--- src/rtl/dma_fifo_req_ctrl.sv ---
module dma_fifo_req_ctrl #(
  parameter int DW    = 8,
  parameter int DEPTH = 8,
  parameter int PW    = $clog2(DEPTH)
) (
  input  logic          clk,
  input  logic          rst_n,
  input  logic          grp_mode,
  input  logic          blk_end,
  input  logic [PW:0]   burst_len,
  output logic          src_req,
  output logic [PW:0]   src_len,
  input  logic          src_grant,
  input  logic          src_push,
  input  logic [DW-1:0] src_data,
  output logic          dst_req,
  output logic [PW:0]   dst_len,
  input  logic          dst_grant,
  input  logic          dst_pop,
  output logic [DW-1:0] dst_data,
  output logic [PW:0]   level,
  output logic          full
);
  localparam logic [PW:0] HALF_V  = (PW+1)'(DEPTH/2);
  localparam logic [PW:0] DEPTH_V = (PW+1)'(DEPTH);
  localparam logic [PW:0] ONE_V   = (PW+1)'(1);

  logic [DW-1:0] mem [DEPTH];
  logic [PW:0]   wr_ptr, rd_ptr, src_left, dst_left, eff_len;
  logic          push_ok, pop_ok;

  always_comb begin
    if (burst_len == '0)        eff_len = ONE_V;
    else if (burst_len > HALF_V) eff_len = HALF_V;
    else                         eff_len = burst_len;
  end

  assign level   = wr_ptr - rd_ptr;
  assign full    = level == DEPTH_V;
  assign push_ok = src_push && src_left != '0;
  assign pop_ok  = dst_pop && dst_left != '0;

  assign src_req = src_left == '0 &&
                   (grp_mode ? (level < HALF_V && (DEPTH_V - level) >= eff_len) : !full);
  assign src_len = grp_mode ? eff_len : ONE_V;

  assign dst_req = dst_left == '0 &&
                   (grp_mode ? ((level >= HALF_V && level >= eff_len) || (blk_end && level != '0))
                             : level != '0);
  assign dst_len = !grp_mode ? ONE_V : (level >= eff_len ? eff_len : level);

  assign dst_data = mem[rd_ptr[PW-1:0]];

  always_ff @(posedge clk)
    if (push_ok) mem[wr_ptr[PW-1:0]] <= src_data;

  always_ff @(posedge clk) begin
    if (!rst_n) begin
      wr_ptr   <= '0;
      rd_ptr   <= '0;
      src_left <= '0;
      dst_left <= '0;
    end else begin
      if (push_ok) wr_ptr <= wr_ptr + ONE_V;
      if (pop_ok)  rd_ptr <= rd_ptr + ONE_V;
      if (src_grant && src_req) src_left <= src_len;
      else if (push_ok)         src_left <= src_left - ONE_V;
      if (dst_grant && dst_req) dst_left <= dst_len;
      else if (pop_ok)          dst_left <= dst_left - ONE_V;
    end
  end


  no_overflow_chk: assert property (@(posedge clk) disable iff (!rst_n)
    level <= DEPTH_V);

  no_underflow_chk: assert property (@(posedge clk) disable iff (!rst_n)
    pop_ok |-> level != '0);

  src_thresh_chk: assert property (@(posedge clk) disable iff (!rst_n)
    (src_req && grp_mode) |-> level < HALF_V);

  dst_thresh_chk: assert property (@(posedge clk) disable iff (!rst_n)
    (dst_req && grp_mode && !blk_end) |-> level >= HALF_V);

  same_cycle_chk: assert property (@(posedge clk) disable iff (!rst_n)
    (push_ok && pop_ok) |=> level == $past(level));

  grant_hold_chk: assert property (@(posedge clk) disable iff (!rst_n)
    (src_grant && src_req) |=> !src_req);
endmodule

--- config.mk ---
export PLATFORM = sky130hd
export DESIGN_NAME = dma_fifo_req_ctrl
export DESIGN_NICKNAME = d
export VERILOG_FILES = /design/src/rtl/dma_fifo_req_ctrl.sv
export SDC_FILE = /design/constraint.sdc
export NUM_CORES = 1
export LEC_CHECK = 0
export ABC_AREA = 1
export BUFFER_PORTS_ARGS = -buffer_cell sky130_fd_sc_hd__buf_2
export CORE_MARGIN = 2
export CORE_UTILIZATION = 58
export CTS_CLUSTER_DIAMETER = 80
export DETAILED_ROUTE_END_ITERATION = 12
export HOLD_SLACK_MARGIN = 0.15
export PLACE_DENSITY = 0.85
export SYNTH_ARGS = -nofsm -noshare
export SYNTH_HDL_FRONTEND = slang
export SYNTH_SLANG_ARGS = --single-unit
--- constraint.sdc ---
create_clock -name clk -period 3 [get_ports clk]
set_input_delay 0.15 -clock clk [delete_from_list [all_inputs] [get_ports clk]]
set_output_delay 0.15 -clock clk [all_outputs]
set_load 0.05 [all_outputs]
# Word level (Yosys, flattened, before mapping)
# Memory sizes are Yosys's and may differ from the RTL's. A register that Yosys moved wholly into a read port is not among the register bits.
# Index checks and enable logic that the tools add are counted.
# classes
add_sub_neg,6
multipliers,0
div_mod_pow,0
order_cmp,5
eq_ne,1
n_shift,0
muxes,15
n_bitwise,0
reduce_logical,19
# op_table
op,n
two-way mux 4 bit,9
zero test 4 bit,3
nonzero test 4 bit,3
logical AND 1 bit,9
adder 4 x 1 -> 4 bit (second input constant),2
>= comparator 4 bit,2
subtractor 4 x 1 -> 4 bit (second input constant),2
two-way mux 3 bit,2
equality test 4 bit (second input constant),1
>= comparator 4 x 3 -> 1 bit (second input constant),1
greater-than comparator 4 x 3 -> 1 bit (second input constant),1
< comparator 4 x 3 -> 1 bit (second input constant),1
two-way mux 1 bit,4
nonzero test 2 bit,2
subtractor 4 bit,1
subtractor 4 bit (first input constant),1
zero test 1 bit,1
logical OR 1 bit,1
# word_totals
register_bits,16
latch_bits,0
mem_bits_rw,64
romBits,0
output_inout_bits,23
memories,1
# memory_table
memory,depth,width,rd,rd_ports_with_merged_regs,wr,line_no,source
mem,8,8,1,1,1,28,logic [DW-1:0] mem [DEPTH];

# Longest topological paths before layout
# depth
depth_word,10
ltp_mapped,22
ltp_nobuf,22

# Worst setup path before layout
# No wires, ideal clock.
# synth_path
path_type,reg2out
start,register wr_ptr[0]
end,output port src_req
arrival_ns,3.354
t_required_ns,2.850
path_slack_ns,-0.504
path_stages_with_launch,16
n_path_buf,0
cell_sequence,dfxtp_1 > inv_1 > ha_1 > inv_1 > fa_1 > inv_1 > ha_1 > xor2_1 > inv_1 > ha_1 > nand2_1 > inv_1 > nand3_1 > nand3_1 > nand3_2 > a21oi_1
# synth_via
elab_chain_cells,6
# synth_lines
item,line_no,source
start: declaration,29,"logic [PW:0] wr_ptr, rd_ptr, src_left, dst_left, eff_len;"
start signal: assignment,64,if (push_ok) wr_ptr <= wr_ptr + ONE_V;
subtractor 4 bit (*),38,assign level = wr_ptr - rd_ptr;
named net level[1],21,"output logic [PW:0] level,"
subtractor 4 bit,44,(grp_mode ? (level < HALF_V && (DEPTH_V - level) >= eff_len) : !full);
>= comparator 4 bit,44,
logical AND 1 bit,44,
two-way mux 1 bit (*),44,
logical AND 1 bit (*),43,assign src_req = src_left == '0 &&
end: declaration,11,"output logic src_req,"
# Mark *: on every way through the listed nets, which the timed path passes. The rest lies on a longest branch.

# Final worst setup path
# layout_path
start,register wr_ptr[0]
end,output port src_req
# layout_via
elab_chain_cells,6
# layout_lines
item,line_no
subtractor 4 bit (*),38
subtractor 4 bit,44
>= comparator 4 bit,44
logical AND 1 bit,44
two-way mux 1 bit (*),44
logical AND 1 bit (*),43
# Every way passes the cells marked *; elsewhere a longest branch is shown, timed or not.

==> results_tabular.tex <==
\begin{tabular}{lr}
\hline
Metric & Value \\
\hline
\multicolumn{2}{l}{\textbf{Clocking}} \\
Reg clk slew, reported paths & 80 ps \\
CTS tree & done \\
Number of buffers on the longest clock path & 2 \\
Total clock sinks & between 80 and 90 \\
Worst skew pair latency & $\sim$350 ps \\
Count of H-tree levels built during CTS & 3 \\
Root buffer cell & sky130\_fd\_sc\_hd\_\_clkbuf\_8 \\
Total clock buffers created by CTS & 9 \\
\multicolumn{2}{l}{\textbf{Floorplan}} \\
Core region area & 6720 µm² \\
Starting density of the core & 59.1\% \\
Cell Rows & 30 \\
Floorplan die height & a little under 90 µm \\
I/O pins & 43 \\
Die footprint & between 7000 and 8000 µm² \\
Die W & roughly 87 µm \\
\multicolumn{2}{l}{\textbf{Synth}} \\
Share of the synthesized area in the top cell type & about half \\
Largest area contributor in the synthesized netlist & sky130\_fd\_sc\_hd\_\_edfxtp\_1 \\
Gate count after technology mapping & around 410 \\
EDFF count, synth & 64 \\
Number of warning messages in the yosys log & 0 \\
Mean post-synth cell area & 9.63 µm² \\
Dominant cells by area after synthesis & sky130\_fd\_sc\_hd\_\_edfxtp\_1 48\%, sky130\_fd\_sc\_hd\_\_dfxtp\_1 9.6\%, sky130\_fd\_sc\_hd\_\_nor2\_1 7.6\% \\
Number of register bits inferred by synthesis & between 80 and 90 \\
Async SR Flop Fraction & 0\% \\
Netlist area before placement & between 3000 and 4000 µm² \\
Distinct cell type count of the synthesized netlist & 35 \\
Main flop type after synthesis & sky130\_fd\_sc\_hd\_\_edfxtp\_1 \\
Sequential fraction of the synthesis area & about three fifths \\
\multicolumn{2}{l}{\textbf{Timing}} \\
Hold violation count in the final report & 0 \\
Slew at the pin closest to its max-slew limit & between 800 and 900 ps \\
Highest Clock Rate & around 0.34 GHz \\
Final slew viol count & 0 \\
Number of setup violations in the final report & 0 \\
Final critical-path share of the clock period & 99.3\% \\
Remaining max-slew budget at the tightest pin & roughly 44\% \\
Total negative setup slack & 0 ps \\
Worst setup skew after layout & around 9.6 ps \\
RSZ-0062 raised after global routing & yes \\
Fin crit period & slightly below 3000 ps \\
\multicolumn{2}{l}{\textbf{Route}} \\
Per-cell routed wire length & $\sim$16 µm \\
Via-per-instance ratio & 5.68 \\
Post-detailed-route count of antenna-violating nets & 0 \\
DR DRC count & 0 \\
Routed wire length & roughly 9.0 mm \\
First drt pass iteration count & 5 \\
Number of design-rule violations left by the first detailed-router iteration & 250 \\
Total number of vias & between 3000 and 4000 \\
\multicolumn{2}{l}{\textbf{GRT}} \\
Total global routing track utilization & 24.5\% \\
Global-route wire length before repair & about 14 mm \\
Congestion Overflow GR & 0 \\
Met1 track demand over resource in global routing & 31.4\% \\
Met3 track demand over resource in global routing & 6.57\% \\
Number of antenna violations at the first check in global routing & 0 \\
Pin count of the biggest net entering global routing & 33 \\
Most used routing layer in global routing & met2 \\
Vias in the first global route & roughly 3000 \\
GR Util met2 & between 40\% and 50\% \\
\multicolumn{2}{l}{\textbf{Critical path}} \\
Worst reg2reg path depth & 21 \\
Reg2reg setup slack & around 140 ps \\
Endpoint class of the critical path & output pin \\
Biggest fanout along the worst timing path & 2 \\
Required time reported for the critical path endpoint & around 2900 ps \\
Critical path class & flop to output pin \\
Startpoint Class & flop \\
Data arrival, critical path & between 2000 and 3000 ps \\
\multicolumn{2}{l}{\textbf{Placed design}} \\
Final weighted congestion in routability-driven placement & approximately 0.98 \\
Buffers on Ports & 40 \\
Half-perimeter wire length after placement & 5.54 mm \\
\multicolumn{2}{l}{\textbf{Finish}} \\
Final antenna diode count & 0 \\
Area grow syn2layout & 20.1\% \\
\# nets final & roughly 500 \\
Fraction of final layout cells with drive strength greater than 1 & 23.2\% \\
\multicolumn{2}{l}{\textbf{Hold path}} \\
Class of the tightest hold or removal check & input pin to flop \\
Worst hold stages & 5 \\
\multicolumn{2}{l}{\textbf{Flow run}} \\
Number of max-cap violations & 0 \\
\multicolumn{2}{l}{\textbf{Run status}} \\
Outcome & complete, no violations \\
\hline
\end{tabular}
[worst max-delay path: stages, from the launching register on]
cell                      delay [ps]
sky130_fd_sc_hd__dfxtp_2         330
sky130_fd_sc_hd__inv_2            80
sky130_fd_sc_hd__ha_4            130
sky130_fd_sc_hd__inv_2            40
sky130_fd_sc_hd__fa_2            540
sky130_fd_sc_hd__inv_2            60
sky130_fd_sc_hd__ha_4            160
sky130_fd_sc_hd__xor2_1          130
sky130_fd_sc_hd__inv_1            60
sky130_fd_sc_hd__ha_1            270
sky130_fd_sc_hd__nand2_1          60
sky130_fd_sc_hd__inv_2            60
sky130_fd_sc_hd__nand3_2          70
sky130_fd_sc_hd__nand3_2          90
sky130_fd_sc_hd__nand3_4          90
sky130_fd_sc_hd__a21oi_4         150
sky130_fd_sc_hd__buf_6           170
[registers in the layout (all words and copies together), names as in the netlist, named ones only]
signal,count
rd_ptr,4
wr_ptr,4
dst_left,4
mem,64
src_left,4
[placed cells by master (no fill, tap or decap), drive strengths merged, types with 14 or more instances in the layout]
master,netlist,final
o21ai,44,44
nand3,24,24
nand2,58,58
inv,42,42
buf,3,56
ha,14,14
dfxtp,19,19
nor2,84,84
a21oi,14,14
edfxtp,64,64
[metrics by stage]
stage	instance area, µm²	hold slack (ps)	instances	worst slack [ps]	util [%]
finish	4770	204	563	19.7	70.9
global route	4770	221	563	-127	70.9
CTS	4680	199	560	4.07	69.7
detailed placement	4310	417	530	7.29	64.1
global placement	4310	411	530	183	64.1
floorplan	3990	249	413	51.0	-
[final timing paths]
| kind | start | end |
|---|---|---|
| worst min register to register | src_left[3] | src_left[3] |
| worst max-delay path | wr_ptr[0] | src_req |
| worst min-delay path | dst_grant | dst_left[1] |
| worst max register to register | wr_ptr[0] | src_left[2] |
[what timing repair did]
item | CTS | global route
buffers inserted | 4 | 3
hold buffers | 10 | 0
resized for setup | 11 | 18
pin swaps | 5 | 12
endpoints found under the hold margin | 69 | 0
setup endpoints to repair | 4 | 8
[layer usage]
layer  vias up  share of wire [%]
met5         -                  0
met4         0                1.7
met3        19                6.4
met2       133                 51
met1      1515                 41
li1       1533                  -
[cell families after synthesis]
logic type	Yosys count	synth area share (%)
xor gates and xnor gates	4	0.883
and+or+nand+nor	176	20.1
AOI/OAI and AO/OA	76	10.4
other	2	0.189
buffers and inverters	56	5.52
adders and majority gates	15	4.92
DFF	83	58.0
[final cells by class]
class                           count  area, µm²
Inverter                           43        164
Fill cell                         440       1950
Clock buffer                       10        128
Tap cell                           80        100
Multi-Input combinational cell    274       1530
Timing Repair Buffer               67        444
Sequential cell                    83       2310
Clock inverter                      6       90.1
[cells in the mapped netlist (2+ instances only)]
| master | count |
|---|---|
| sky130_fd_sc_hd__buf_4 | 2 |
| sky130_fd_sc_hd__nand2_1 | 50 |
| sky130_fd_sc_hd__a31oi_1 | 9 |
| sky130_fd_sc_hd__nor3_1 | 2 |
| sky130_fd_sc_hd__conb_1 | 2 |
| sky130_fd_sc_hd__nand2_2 | 6 |
| sky130_fd_sc_hd__o21ai_0 | 39 |
| sky130_fd_sc_hd__nand2_4 | 2 |
| sky130_fd_sc_hd__dfxtp_1 | 19 |
| sky130_fd_sc_hd__o21ai_1 | 5 |
| sky130_fd_sc_hd__inv_1 | 39 |
| sky130_fd_sc_hd__ha_1 | 14 |
| sky130_fd_sc_hd__nor2_1 | 80 |
| sky130_fd_sc_hd__xor2_1 | 3 |
| sky130_fd_sc_hd__a21oi_1 | 12 |
| sky130_fd_sc_hd__inv_2 | 3 |
| sky130_fd_sc_hd__o22ai_1 | 8 |
| sky130_fd_sc_hd__nand4_1 | 4 |
| sky130_fd_sc_hd__nand3_2 | 4 |
| sky130_fd_sc_hd__clkbuf_1 | 10 |
| sky130_fd_sc_hd__a21oi_2 | 2 |
| sky130_fd_sc_hd__nand3_1 | 19 |
| sky130_fd_sc_hd__edfxtp_1 | 64 |
| sky130_fd_sc_hd__nor2_2 | 3 |
Power is left out: the tool's default activity adds up to more than one toggle a clock period on the data nets, which glitch-free logic cannot reach.
